### src/rtl/rtc_cal_pkg.sv
package rtc_cal_pkg;

  localparam int ADDR_W = 3;

  localparam logic [ADDR_W-1:0] A_SEC  = 3'd0;
  localparam logic [ADDR_W-1:0] A_MIN  = 3'd1;
  localparam logic [ADDR_W-1:0] A_HOUR = 3'd2;
  localparam logic [ADDR_W-1:0] A_WDAY = 3'd3;
  localparam logic [ADDR_W-1:0] A_MDAY = 3'd4;
  localparam logic [ADDR_W-1:0] A_MON  = 3'd5;
  localparam logic [ADDR_W-1:0] A_YEAR = 3'd6;

  typedef struct packed {
    logic [5:0] hour;
    logic       day;
  } hour_step_t;

  // one BCD increment of a two-digit value
  function automatic logic [7:0] bcd_inc(input logic [7:0] v);
    logic [7:0] r;
    if (v[3:0] >= 4'd9) r = {v[7:4] + 4'd1, 4'd0};
    else                r = v + 8'd1;
    return r;
  endfunction

  // BCD year is a leap year when (10*tens + ones) mod 4 == 0,
  // which equals (2*tens + ones) mod 4
  function automatic logic is_leap(input logic [7:0] y);
    logic [7:0] s;
    s = {3'b000, y[7:4], 1'b0} + {4'b0000, y[3:0]};
    return (s[1:0] == 2'b00);
  endfunction

  function automatic logic [7:0] last_day(input logic [4:0] mon, input logic [7:0] yr);
    logic [7:0] r;
    case (mon)
      5'h02:                      r = is_leap(yr) ? 8'h29 : 8'h28;
      5'h04, 5'h06, 5'h09, 5'h11: r = 8'h30;
      default:                    r = 8'h31;
    endcase
    return r;
  endfunction

  function automatic hour_step_t hour_step(input logic [5:0] h, input logic m24);
    hour_step_t r;
    logic [7:0] t;
    r.day = 1'b0;
    if (m24) begin
      t = bcd_inc({2'b00, h});
      if (h >= 6'h23) begin
        r.hour = 6'h00;
        r.day  = 1'b1;
      end else begin
        r.hour = t[5:0];
      end
    end else begin
      t = bcd_inc({3'b000, h[4:0]});
      if (h[4:0] == 5'h12) begin
        r.hour = {h[5], 5'h01};
      end else if (h[4:0] == 5'h11) begin
        r.hour = {~h[5], 5'h12};
        r.day  = h[5];
      end else begin
        r.hour = {h[5], t[4:0]};
      end
    end
    return r;
  endfunction

endpackage

### src/rtl/rtc_subsec_div.sv
module rtc_subsec_div #(
  parameter int TICK_DIV = 32768
) (
  input  logic clk,
  input  logic rst,
  input  logic clr,
  output logic tick
);
  localparam int DIV_W = (TICK_DIV > 2) ? $clog2(TICK_DIV) : 1;
  localparam logic [DIV_W-1:0] LAST = DIV_W'(TICK_DIV - 1);

  logic [DIV_W-1:0] cnt;

  assign tick = (cnt == LAST);

  always_ff @(posedge clk) begin
    if (rst || clr)  cnt <= '0;
    else if (tick)   cnt <= '0;
    else             cnt <= cnt + 1'b1;
  end
endmodule

### src/rtl/rtc_time_chain.sv
module rtc_time_chain
  import rtc_cal_pkg::*;
(
  input  logic              clk,
  input  logic              rst,
  input  logic              mode24,
  input  logic              adv,
  input  logic              wr_en,
  input  logic [ADDR_W-1:0] wr_addr,
  input  logic [7:0]        wr_data,
  output logic [6:0]        sec,
  output logic [6:0]        min,
  output logic [5:0]        hour,
  output logic              min_c,
  output logic              hour_c,
  output logic              day_c
);
  hour_step_t nxt;
  logic [7:0] sec_inc, min_inc;

  always_comb begin
    sec_inc = bcd_inc({1'b0, sec});
    min_inc = bcd_inc({1'b0, min});
    nxt     = hour_step(hour, mode24);
    min_c   = adv && (sec >= 7'h59);
    hour_c  = min_c && (min >= 7'h59);
    day_c   = hour_c && nxt.day;
  end

  always_ff @(posedge clk) begin
    if (rst) begin
      sec  <= '0;
      min  <= '0;
      hour <= mode24 ? 6'h00 : 6'h12;
    end else begin
      if (wr_en && wr_addr == A_SEC) sec <= wr_data[6:0];
      else if (adv)                  sec <= min_c ? 7'h00 : sec_inc[6:0];

      if (wr_en && wr_addr == A_MIN) min <= wr_data[6:0];
      else if (min_c)                min <= hour_c ? 7'h00 : min_inc[6:0];

      if (wr_en && wr_addr == A_HOUR) hour <= wr_data[5:0];
      else if (hour_c)                hour <= nxt.hour;
    end
  end
endmodule

### src/rtl/rtc_date_chain.sv
module rtc_date_chain
  import rtc_cal_pkg::*;
(
  input  logic              clk,
  input  logic              rst,
  input  logic              adv,
  input  logic              wr_en,
  input  logic [ADDR_W-1:0] wr_addr,
  input  logic [7:0]        wr_data,
  output logic [2:0]        wday,
  output logic [5:0]        mday,
  output logic [4:0]        mon,
  output logic              cent,
  output logic [7:0]        year,
  output logic              mon_c
);
  logic [7:0] last, mday_inc, mon_inc, yr_inc;
  logic       yr_c, yr_wrap;

  always_comb begin
    last     = last_day(mon, year);
    mday_inc = bcd_inc({2'b00, mday});
    mon_inc  = bcd_inc({3'b000, mon});
    yr_inc   = bcd_inc(year);
    mon_c    = adv && ({2'b00, mday} >= last);
    yr_c     = mon_c && (mon >= 5'h12);
    yr_wrap  = yr_c && (year >= 8'h99);
  end

  always_ff @(posedge clk) begin
    if (rst) begin
      wday <= '0;
      mday <= 6'h01;
      mon  <= 5'h01;
      cent <= 1'b0;
      year <= 8'h00;
    end else begin
      if (wr_en && wr_addr == A_WDAY) wday <= wr_data[2:0];
      else if (adv)                   wday <= (wday >= 3'd6) ? 3'd0 : wday + 3'd1;

      if (wr_en && wr_addr == A_MDAY) mday <= wr_data[5:0];
      else if (adv)                   mday <= mon_c ? 6'h01 : mday_inc[5:0];

      if (wr_en && wr_addr == A_MON) begin
        mon  <= wr_data[4:0];
        cent <= wr_data[7];
      end else if (mon_c) begin
        mon <= yr_c ? 5'h01 : mon_inc[4:0];
        if (yr_wrap) cent <= ~cent;
      end

      if (wr_en && wr_addr == A_YEAR) year <= wr_data;
      else if (yr_c)                  year <= yr_wrap ? 8'h00 : yr_inc;
    end
  end
endmodule

### src/rtl/rtc_calendar_core.sv
module rtc_calendar_core
  import rtc_cal_pkg::*;
#(
  parameter int TICK_DIV = 32768
) (
  input  logic              clk,
  input  logic              rst,
  input  logic              mode24,
  input  logic              wr_en,
  input  logic [ADDR_W-1:0] wr_addr,
  input  logic [7:0]        wr_data,
  input  logic [ADDR_W-1:0] rd_addr,
  output logic [7:0]        rd_data,
  output logic              sec_stb,
  output logic              min_stb,
  output logic              hour_stb,
  output logic              day_stb,
  output logic              mon_stb
);
  logic       div_tick, div_clr, tick_pend, tick_req, adv;
  logic       min_c, hour_c, day_c, mon_c, cent;
  logic [6:0] sec, min;
  logic [5:0] hour, mday;
  logic [2:0] wday;
  logic [4:0] mon;
  logic [7:0] year;

  assign div_clr  = wr_en && (wr_addr == A_SEC);
  assign tick_req = div_tick || tick_pend;
  assign adv      = tick_req && !wr_en;

  rtc_subsec_div #(.TICK_DIV(TICK_DIV)) u_div (
    .clk (clk),
    .rst (rst),
    .clr (div_clr),
    .tick(div_tick)
  );

  rtc_time_chain u_time (
    .clk    (clk),
    .rst    (rst),
    .mode24 (mode24),
    .adv    (adv),
    .wr_en  (wr_en),
    .wr_addr(wr_addr),
    .wr_data(wr_data),
    .sec    (sec),
    .min    (min),
    .hour   (hour),
    .min_c  (min_c),
    .hour_c (hour_c),
    .day_c  (day_c)
  );

  rtc_date_chain u_date (
    .clk    (clk),
    .rst    (rst),
    .adv    (day_c),
    .wr_en  (wr_en),
    .wr_addr(wr_addr),
    .wr_data(wr_data),
    .wday   (wday),
    .mday   (mday),
    .mon    (mon),
    .cent   (cent),
    .year   (year),
    .mon_c  (mon_c)
  );

  always_ff @(posedge clk) begin
    if (rst) begin
      tick_pend <= 1'b0;
      sec_stb   <= 1'b0;
      min_stb   <= 1'b0;
      hour_stb  <= 1'b0;
      day_stb   <= 1'b0;
      mon_stb   <= 1'b0;
      rd_data   <= '0;
    end else begin
      // a host write holds a due advance back one cycle; a seconds write drops it
      tick_pend <= tick_req && wr_en && !div_clr;
      sec_stb   <= adv;
      min_stb   <= min_c;
      hour_stb  <= hour_c;
      day_stb   <= day_c;
      mon_stb   <= mon_c;
      case (rd_addr)
        A_SEC:   rd_data <= {1'b0, sec};
        A_MIN:   rd_data <= {1'b0, min};
        A_HOUR:  rd_data <= {2'b00, hour};
        A_WDAY:  rd_data <= {5'b00000, wday};
        A_MDAY:  rd_data <= {2'b00, mday};
        A_MON:   rd_data <= {cent, 2'b00, mon};
        A_YEAR:  rd_data <= year;
        default: rd_data <= 8'h00;
      endcase
    end
  end
endmodule

### config.mk
export PLATFORM = sky130hd
export DESIGN_NAME = rtc_calendar_core
export DESIGN_NICKNAME = d
export VERILOG_FILES = /design/src/rtl/rtc_cal_pkg.sv /design/src/rtl/rtc_subsec_div.sv /design/src/rtl/rtc_time_chain.sv /design/src/rtl/rtc_date_chain.sv /design/src/rtl/rtc_calendar_core.sv
export SDC_FILE = /design/constraint.sdc
export NUM_CORES = 1
export LEC_CHECK = 0
export CAP_MARGIN = 25
export CORE_ASPECT_RATIO = 0.9
export CORE_UTILIZATION = 55
export DETAILED_ROUTE_END_ITERATION = 10
export PLACE_DENSITY = 0.76
export SLEW_MARGIN = 20
export SYNTH_ARGS = -nofsm -noshare
export SYNTH_HDL_FRONTEND = slang
export SYNTH_HIERARCHICAL = 1
export SYNTH_SLANG_ARGS = --single-unit
### constraint.sdc
create_clock -name clk -period 9.6 [get_ports clk]
set_input_delay 2.88 -clock clk [delete_from_list [all_inputs] [get_ports clk]]
set_output_delay 2.88 -clock clk [all_outputs]
set_load 0.1 [all_outputs]
### Word-level counts from Yosys, hierarchy flattened

Index checks and enable logic that the tools add are counted.
W data, S select, Z words.

| cells by class | value |
|---|---|
| add/subtract/negate cells | 17 |
| $lt $le $gt $ge | 13 |
| equal/unequal tests | 21 |
| mux-type cells | 42 |
| bitwise gates (word level) | 2 |
| reduce and logical (&&, ||, !) cells | 36 |

Operators by type and width:

| operator | count |
|---|---|
| $mux W6 | 11 |
| $mux W7 | 9 |
| $pmux W8 S7 | 1 |
| $mux W8 | 4 |
| $mux W5 | 6 |
| $ge A4 B4 Y1 const B | 6 |
| $eq A3 B3 Y1 const B | 6 |
| $logic_and A1 B1 Y1 | 16 |
| $pmux W8 S2 | 1 |
| $add A15 B1 Y15 const B | 1 |
| $eq A15 B15 Y1 const B | 1 |
| $eq A5 B5 Y1 const B | 3 |
| $add A7 B1 Y7 const B | 2 |
| $ge A7 B7 Y1 const B | 2 |
| $reduce_bool A2 Y1 | 7 |
| $add A6 B1 Y6 const B | 2 |
| $eq A3 B2 Y1 const B | 4 |
| $add A5 B1 Y5 const B | 2 |
| $eq A5 B3 Y1 const B | 2 |
| $add A3 B1 Y3 const B | 3 |
| $mux W3 | 3 |
| $add A8 B1 Y8 const B | 1 |
| $ge A6 B8 Y1 | 1 |
| $ge A8 B8 Y1 const B | 1 |
| 23 further kinds | 36 |

| word-level totals | value |
|---|---|
| register bits after elaboration | 72 |
| input port bits | 18 |
| output and inout port bits | 13 |
| word-level logic and storage cells | 148 |

### Longest topological paths before layout

| depth | value |
|---|---|
| depth in word-level cells | 12 |
| gate-level depth with buffers | 17 |
| mapped depth without buffers | 16 |

### Hierarchy

Netlist, hierarchy kept.

By module, submodules not included:

| module | times used | cells an instance | area each (µm²) | seq. area each (µm²) |
|---|---|---|---|---|
| rtc_date_chain | 1 | 208 | 1651.6 | 460.4 |
| rtc_time_chain | 1 | 189 | 1579.0 | 460.4 |
| rtc_calendar_core | 1 | 80 | 792.0 | 280.3 |
| rtc_subsec_div | 1 | 70 | 683.2 | 300.3 |

### Worst setup path before layout

Ideal clock, no wire load.

| timing | value |
|---|---|
| path kind | in2reg |
| start | input wr_en |
| end | register u_date.year[7] |
| setup time | 91 ps |
| arrival | 5345 ps |
| data required time | 9509 ps |
| path slack | 4164 ps |
| cell stages on the path | 13 |
| buffers on the path | 1 |
| cell sequence | nor2_1 > and2_1 > o31ai_4 > inv_4 > nand2_1 > nor3_1 > nand4_1 > o22a_1 > buf_6 > clkinv_8 > nand2_4 > or4_1 > a311oi_1 |

| on the way | value |
|---|---|
| word-level cells in the longest chain between the ends | 11 |
| elaborated cells on any way between the ends | 13 |
| classes of those cells | mux (3); reduce/logical (10) |

Ends and longest elaborated chain:

| item | RTL line | RTL |
|---|---|---|
| from (decl) | rtc_calendar_core.sv:9 | `input logic wr_en,` |
| $logic_not A1 Y1 (*) | rtc_calendar_core.sv:30 | `assign adv = tick_req && !wr_en;` |
| $logic_and A1 B1 Y1 (*) | rtc_calendar_core.sv:30 |  |
| $logic_and A1 B1 Y1 (*) | rtc_time_chain.sv:25 | `min_c = adv && (sec >= 7'h59);` |
| via min_c | rtc_calendar_core.sv:21 | `logic min_c, hour_c, day_c, mon_c, cent;` |
| $logic_and A1 B1 Y1 (*) | rtc_time_chain.sv:26 | `hour_c = min_c && (min >= 7'h59);` |
| $logic_and A1 B1 Y1 (*) | rtc_time_chain.sv:27 | `day_c = hour_c && nxt.day;` |
| via day_c | rtc_calendar_core.sv:21 |  |
| $logic_and A1 B1 Y1 (*) | rtc_date_chain.sv:25 | `mon_c = adv && ({2'b00, mday} >= last);` |
| via mon_c | rtc_calendar_core.sv:21 |  |
| $logic_and A1 B1 Y1 (*) | rtc_date_chain.sv:26 | `yr_c = mon_c && (mon >= 5'h12);` |
| $logic_and A1 B1 Y1 | rtc_date_chain.sv:27 | `yr_wrap = yr_c && (year >= 8'h99);` |
| $mux W8 (2 in series) | rtc_date_chain.sv:53 | `else if (yr_c) year <= yr_wrap ? 8'h00 : yr_inc;` |
| $mux W8 | rtc_date_chain.sv:52 | `if (wr_en && wr_addr == A_YEAR) year <= wr_data;` |
| to (signal assigned) | rtc_date_chain.sv:52 |  |
| to (signal assigned) | rtc_date_chain.sv:53 |  |
| to (decl) | rtc_date_chain.sv:14 | `output logic [7:0] year,` |

The timed path passes the listed nets; every way through them passes the cells marked *. The select of a mux whose other input is x is not followed.
A chain may end at the register's enable or synchronous reset.

### Worst setup path in the final report

| timing | value |
|---|---|
| start | input wr_en |
| end | register u_date.year[6] |

| on the way | value |
|---|---|
| word-level cells in the longest chain between the ends | 11 |
| elaborated cells on any way between the ends | 13 |
| classes of those cells | mux (3); reduce/logical (10) |

Ends and longest elaborated chain:

| item | RTL line | RTL |
|---|---|---|
| $logic_not A1 Y1 (*) | rtc_calendar_core.sv:30 |  |
| $logic_and A1 B1 Y1 (*) | rtc_calendar_core.sv:30 |  |
| via adv | rtc_calendar_core.sv:20 | `logic div_tick, div_clr, tick_pend, tick_req, adv;` |
| $logic_and A1 B1 Y1 (*) | rtc_time_chain.sv:25 |  |
| via min_c | rtc_calendar_core.sv:21 |  |
| $logic_and A1 B1 Y1 (*) | rtc_time_chain.sv:26 |  |
| $logic_and A1 B1 Y1 (*) | rtc_time_chain.sv:27 |  |
| via day_c | rtc_calendar_core.sv:21 |  |
| $logic_and A1 B1 Y1 (*) | rtc_date_chain.sv:25 |  |
| $logic_and A1 B1 Y1 (*) | rtc_date_chain.sv:26 |  |
| $logic_and A1 B1 Y1 | rtc_date_chain.sv:27 |  |
| $mux W8 (2 in series) | rtc_date_chain.sv:53 |  |
| $mux W8 | rtc_date_chain.sv:52 |  |

Marks and branches as above.

==> results.py <==
metrics = {
    "sta": {
        "fin_crit_sh": 0.6516,
        "skew_ns": 0.01330,
        "slew_headroom": 0.3457,
        "rsz0062_at_grt": "false",
        "tightest_slew_ns": 0.9783,
        "finalSetupViolCount": 0,
        "hold_viol": 0,
        "period_minus_slack_ns": 6.255,
        "final_max_slew_viol_count": 0,
        "fmax_mhz": 159.9,
        "timing.setup.tns_ns": 0,
    },
    "setup_path": {
        "cp-start-kind": "input port",
        "cp_top_family": "simple AND/OR/NAND/NOR gates",
        "regToRegSetupSlack_ns": 5.20,
        "cpMaxStageDelayCell": "nor3b_1",
        "arrival_ns": 6.51,
        "reg2regPathDepth": 16,
        "cp-end-kind": "flop",
        "cpPeakStageDelay_ns": 0.61,
        "critical_path_required_ns": 9.86,
        "cp_cell_sequence": "clkdlybuf4s50_1, nor2_1, and2_1, o31ai_4, inv_4, nand2_1, nor3_1, buf_4, nand4_1, o22a_1, nor3b_1, nand4b_1, a311oi_1",
        "crit_type": "input port to flop",
        "path_buf_inv": 3,
        "r2r_end": "u_date/year[6]$_SDFFE_PP0P_",
        "rr_startpoint": "u_div/cnt[0]$_SDFF_PP0_",
        "worst-path-max-fanout": 15,
    },
    "finish": {
        "antenna_cells": 0,
        "seqCellArea_sq_um": 1501,
        "drive_gt1_frac": 0.07853,
        "area_growth_pct": 10.90,
        "multi_input_area_sq_um": 2958,
        "final_cells": 688,
        "nFillCells": 711,
        "final_net_count": 620,
    },
    "floorplan": {
        "die_area_sq_um": 8930,
        "dieHeight_um": 89.75,
        "die_w_um": 99.50,
        "rows": 31,
        "initial_core_util": 0.5750,
        "ios": 31,
        "core-area_sq_um": 8184,
    },
    "place": {
        "gp_congestion": 0.9290,
        "portBuffers": 30,
        "hpwl_um": 8486,
        "dp_cells": 672,
    },
    "global_routing": {
        "gr-total-overflow": 0,
        "antenna_found_initial": 0,
        "gr-usage-all-layers": 0.2821,
        "grt_pass1_vias": 4098,
        "grt_max_degree": 66,
        "grt_first_pass_wirelength_um": 20170,
    },
    "synth": {
        "async_flop_share": 0,
        "synth_cell_type_count": 76,
        "ys.flop_type": "dfxtp_1",
        "yosysTopAreaCell": "dfxtp_1",
        "synth_edf_count": 6,
        "synth_area_sq_um": 4706,
        "synthTopCellsByArea": "dfxtp_1 (28%), ha_1 (9.0%), nor2_1 (4.9%)",
        "synth.avg_cell_area_sq_um": 8.603,
        "yosysSeqAreaShare": 0.3191,
        "syn_inst": 547,
        "syn_nets": 599,
        "ys_warn_count": 6,
        "ys_seq_elements": 72,
        "synth_top_area_frac": 0.2808,
    },
    "cts": {
        "postCtsSetupBuffers": 0,
        "cts_made_buffers": 9,
        "h-tree-depth": 3,
        "clk_latency_ns": 0.36,
        "clk_pin_slew_ns": 0.08,
        "cts_buffer_depth": 2,
        "clock-root-buffer": "clkbuf_8",
        "ctsHoldBuffers": 0,
        "cts_tree": "built",
        "cts_resized": 0,
        "clock_sinks": 72,
    },
    "routing": {
        "dr.pass1.iters": 6,
        "drt.antenna.violating_nets": 0,
        "drc": 0,
        "vias": 4382,
        "drt-initial-drc-count": 444,
        "drt_wl_total_um": 12160,
        "via_per_inst": 6.369,
        "routedWlPerCell_um": 17.67,
    },
    "power": {
        "vdd_drop_max_mv": 0.07001,
        "leakagePower_nw": 1.873,
        "p_per_area_nw_per_um2": 125.2,
        "power_mw": 0.6532,
    },
    "job": {
        "cap_violations": 0,
    },
    "min_path": {
        "min_from": "u_div/cnt[0]$_SDFF_PP0_",
        "min_path_type": "flop to flop",
        "hold_depth": 1,
        "hold_end": "u_div/cnt[0]$_SDFF_PP0_",
    },
    "run_status": {
        "status": "complete, no violations",
    },
}
layout by cell type, fill, tap and decap left out, types with 3 or more instances in the layout:
| cell | n |
|---|---|
| a211oi_1 | 8 |
| xor2_1 | 8 |
| clkdlybuf4s50_1 | 29 |
| a221oi_1 | 5 |
| mux2_2 | 3 |
| a22oi_1 | 8 |
| nor2_1 | 61 |
| nand3b_1 | 4 |
| or3b_2 | 4 |
| a21oi_1 | 32 |
| a311oi_1 | 7 |
| clkbuf_8 | 9 |
| inv_1 | 26 |
| nor2b_1 | 9 |
| o21ai_0 | 22 |
| a32oi_1 | 4 |
| nand2_1 | 34 |
| a31oi_1 | 9 |
| nor3_1 | 26 |
| nand3_1 | 18 |
| nor3b_1 | 11 |
| o31ai_1 | 8 |
| xnor2_1 | 15 |
| or3_1 | 5 |
| mux2_1 | 3 |
| edfxtp_1 | 6 |
| o21ai_1 | 3 |
| nor4b_1 | 4 |
| mux2i_1 | 3 |
| ha_1 | 34 |
| nand4b_1 | 9 |
| and2_1 | 3 |
| nand2b_1 | 6 |
| nand4_1 | 5 |
| o311a_1 | 3 |
| dfxtp_1 | 66 |
| inv_6 | 3 |
| o22ai_1 | 5 |
| o31a_1 | 3 |
state kept, by name, summed over array words and instances, names as in the netlist, 3 cells and up:
register,cells
rd_data,8
u_date/mday,6
u_date/mon,5
u_date/wday,3
u_date/year,8
u_div/cnt,15
u_time/hour,6
u_time/min,7
u_time/sec,7
cells in the mapped netlist (4+ instances only):
library cell  instances
a311oi_1              7
a21oi_1              32
nor3b_1              11
a22oi_1               8
buf_6                 5
or3_1                 5
o21ai_0              22
nor3_1               26
inv_1                26
o31ai_1               8
xor2_1                8
o22ai_1               5
nor2_1               61
nand4b_1              9
nand3b_1              4
dfxtp_1              66
or3b_2                4
a32oi_1               4
nor4b_1               4
a31oi_1               9
edfxtp_1              6
nand3_1              18
clkbuf_1             11
buf_2                 5
ha_1                 34
a221oi_1              5
nand2b_1              6
a211oi_1              8
xnor2_1              15
nand2_1              34
nor2b_1               9
nand4_1               5
per-stage QoR:
step / util / area, sq um / hold slack (ns) / setup slack (ns)
2_1_floorplan: - / 4706 / 0.4260 / 4.164
3_3_place_gp: 0.6150 / 5034 / 0.4431 / 3.209
3_5_place_dp: 0.6150 / 5034 / 0.4585 / 3.009
4_1_cts: 0.6377 / 5219 / 0.4778 / 3.398
5_1_grt: 0.6377 / 5219 / 0.5234 / 3.036
6_report: 0.6377 / 5219 / 0.4698 / 3.345
logic make-up after synthesis:
logic type / count (synthesis) / share of synthesized area
xor+xnor: 23 / 0.04281
flops: 72 / 0.3191
simple gates: 216 / 0.2547
fa+ha+maj: 34 / 0.09040
buf+inv: 50 / 0.05238
compound gates: 139 / 0.2039
mux: 13 / 0.03669
area by class of cell:
type / count / share of cell area
clock buffers: 9 / 0.02374
inverters: 28 / 0.02302
clock inverters: 7 / 0.01175
flip-flops and latches: 72 / 0.2877
multi-input cells: 425 / 0.5668
repair buffers: 32 / 0.05946
well taps: 115 / 0.02757
power breakdown:
group	total [mW]	switching, mW	internal (mW)
combinational	0.0932	0.0558	0.0375
sequential	0.330	0.0165	0.313
clock	0.230	0.131	0.0987
worst max-delay path by stage:
stage	start	end	slack [ns]	depth (start not counted)
finish	wr_en	u_date/year[6]$_SDFFE_PP0P_	3.34	13
global placement	wr_en	u_date/year[4]$_SDFFE_PP0P_	3.21	13
CTS	wr_en	u_date/year[6]$_SDFFE_PP0P_	3.40	13
floorplan	wr_en	u_date/year[7]$_SDFFE_PP0P_	4.16	13
global route	wr_en	u_date/year[4]$_SDFFE_PP0P_	3.04	13
detailed placement	wr_en	u_date/year[6]$_SDFFE_PP0P_	3.01	13
metal layers:
metal,up-vias,part of all wire,wire (um),global-route usage
met1,2094,0.45,5489,0.4022
li1,2067,-,-,-
met2,195,0.45,5425,0.4317
met5,-,0,0,0
met4,0,0.024,293,0.1005
met3,26,0.078,952,0.04199
(Power assumes the default switching activity.)
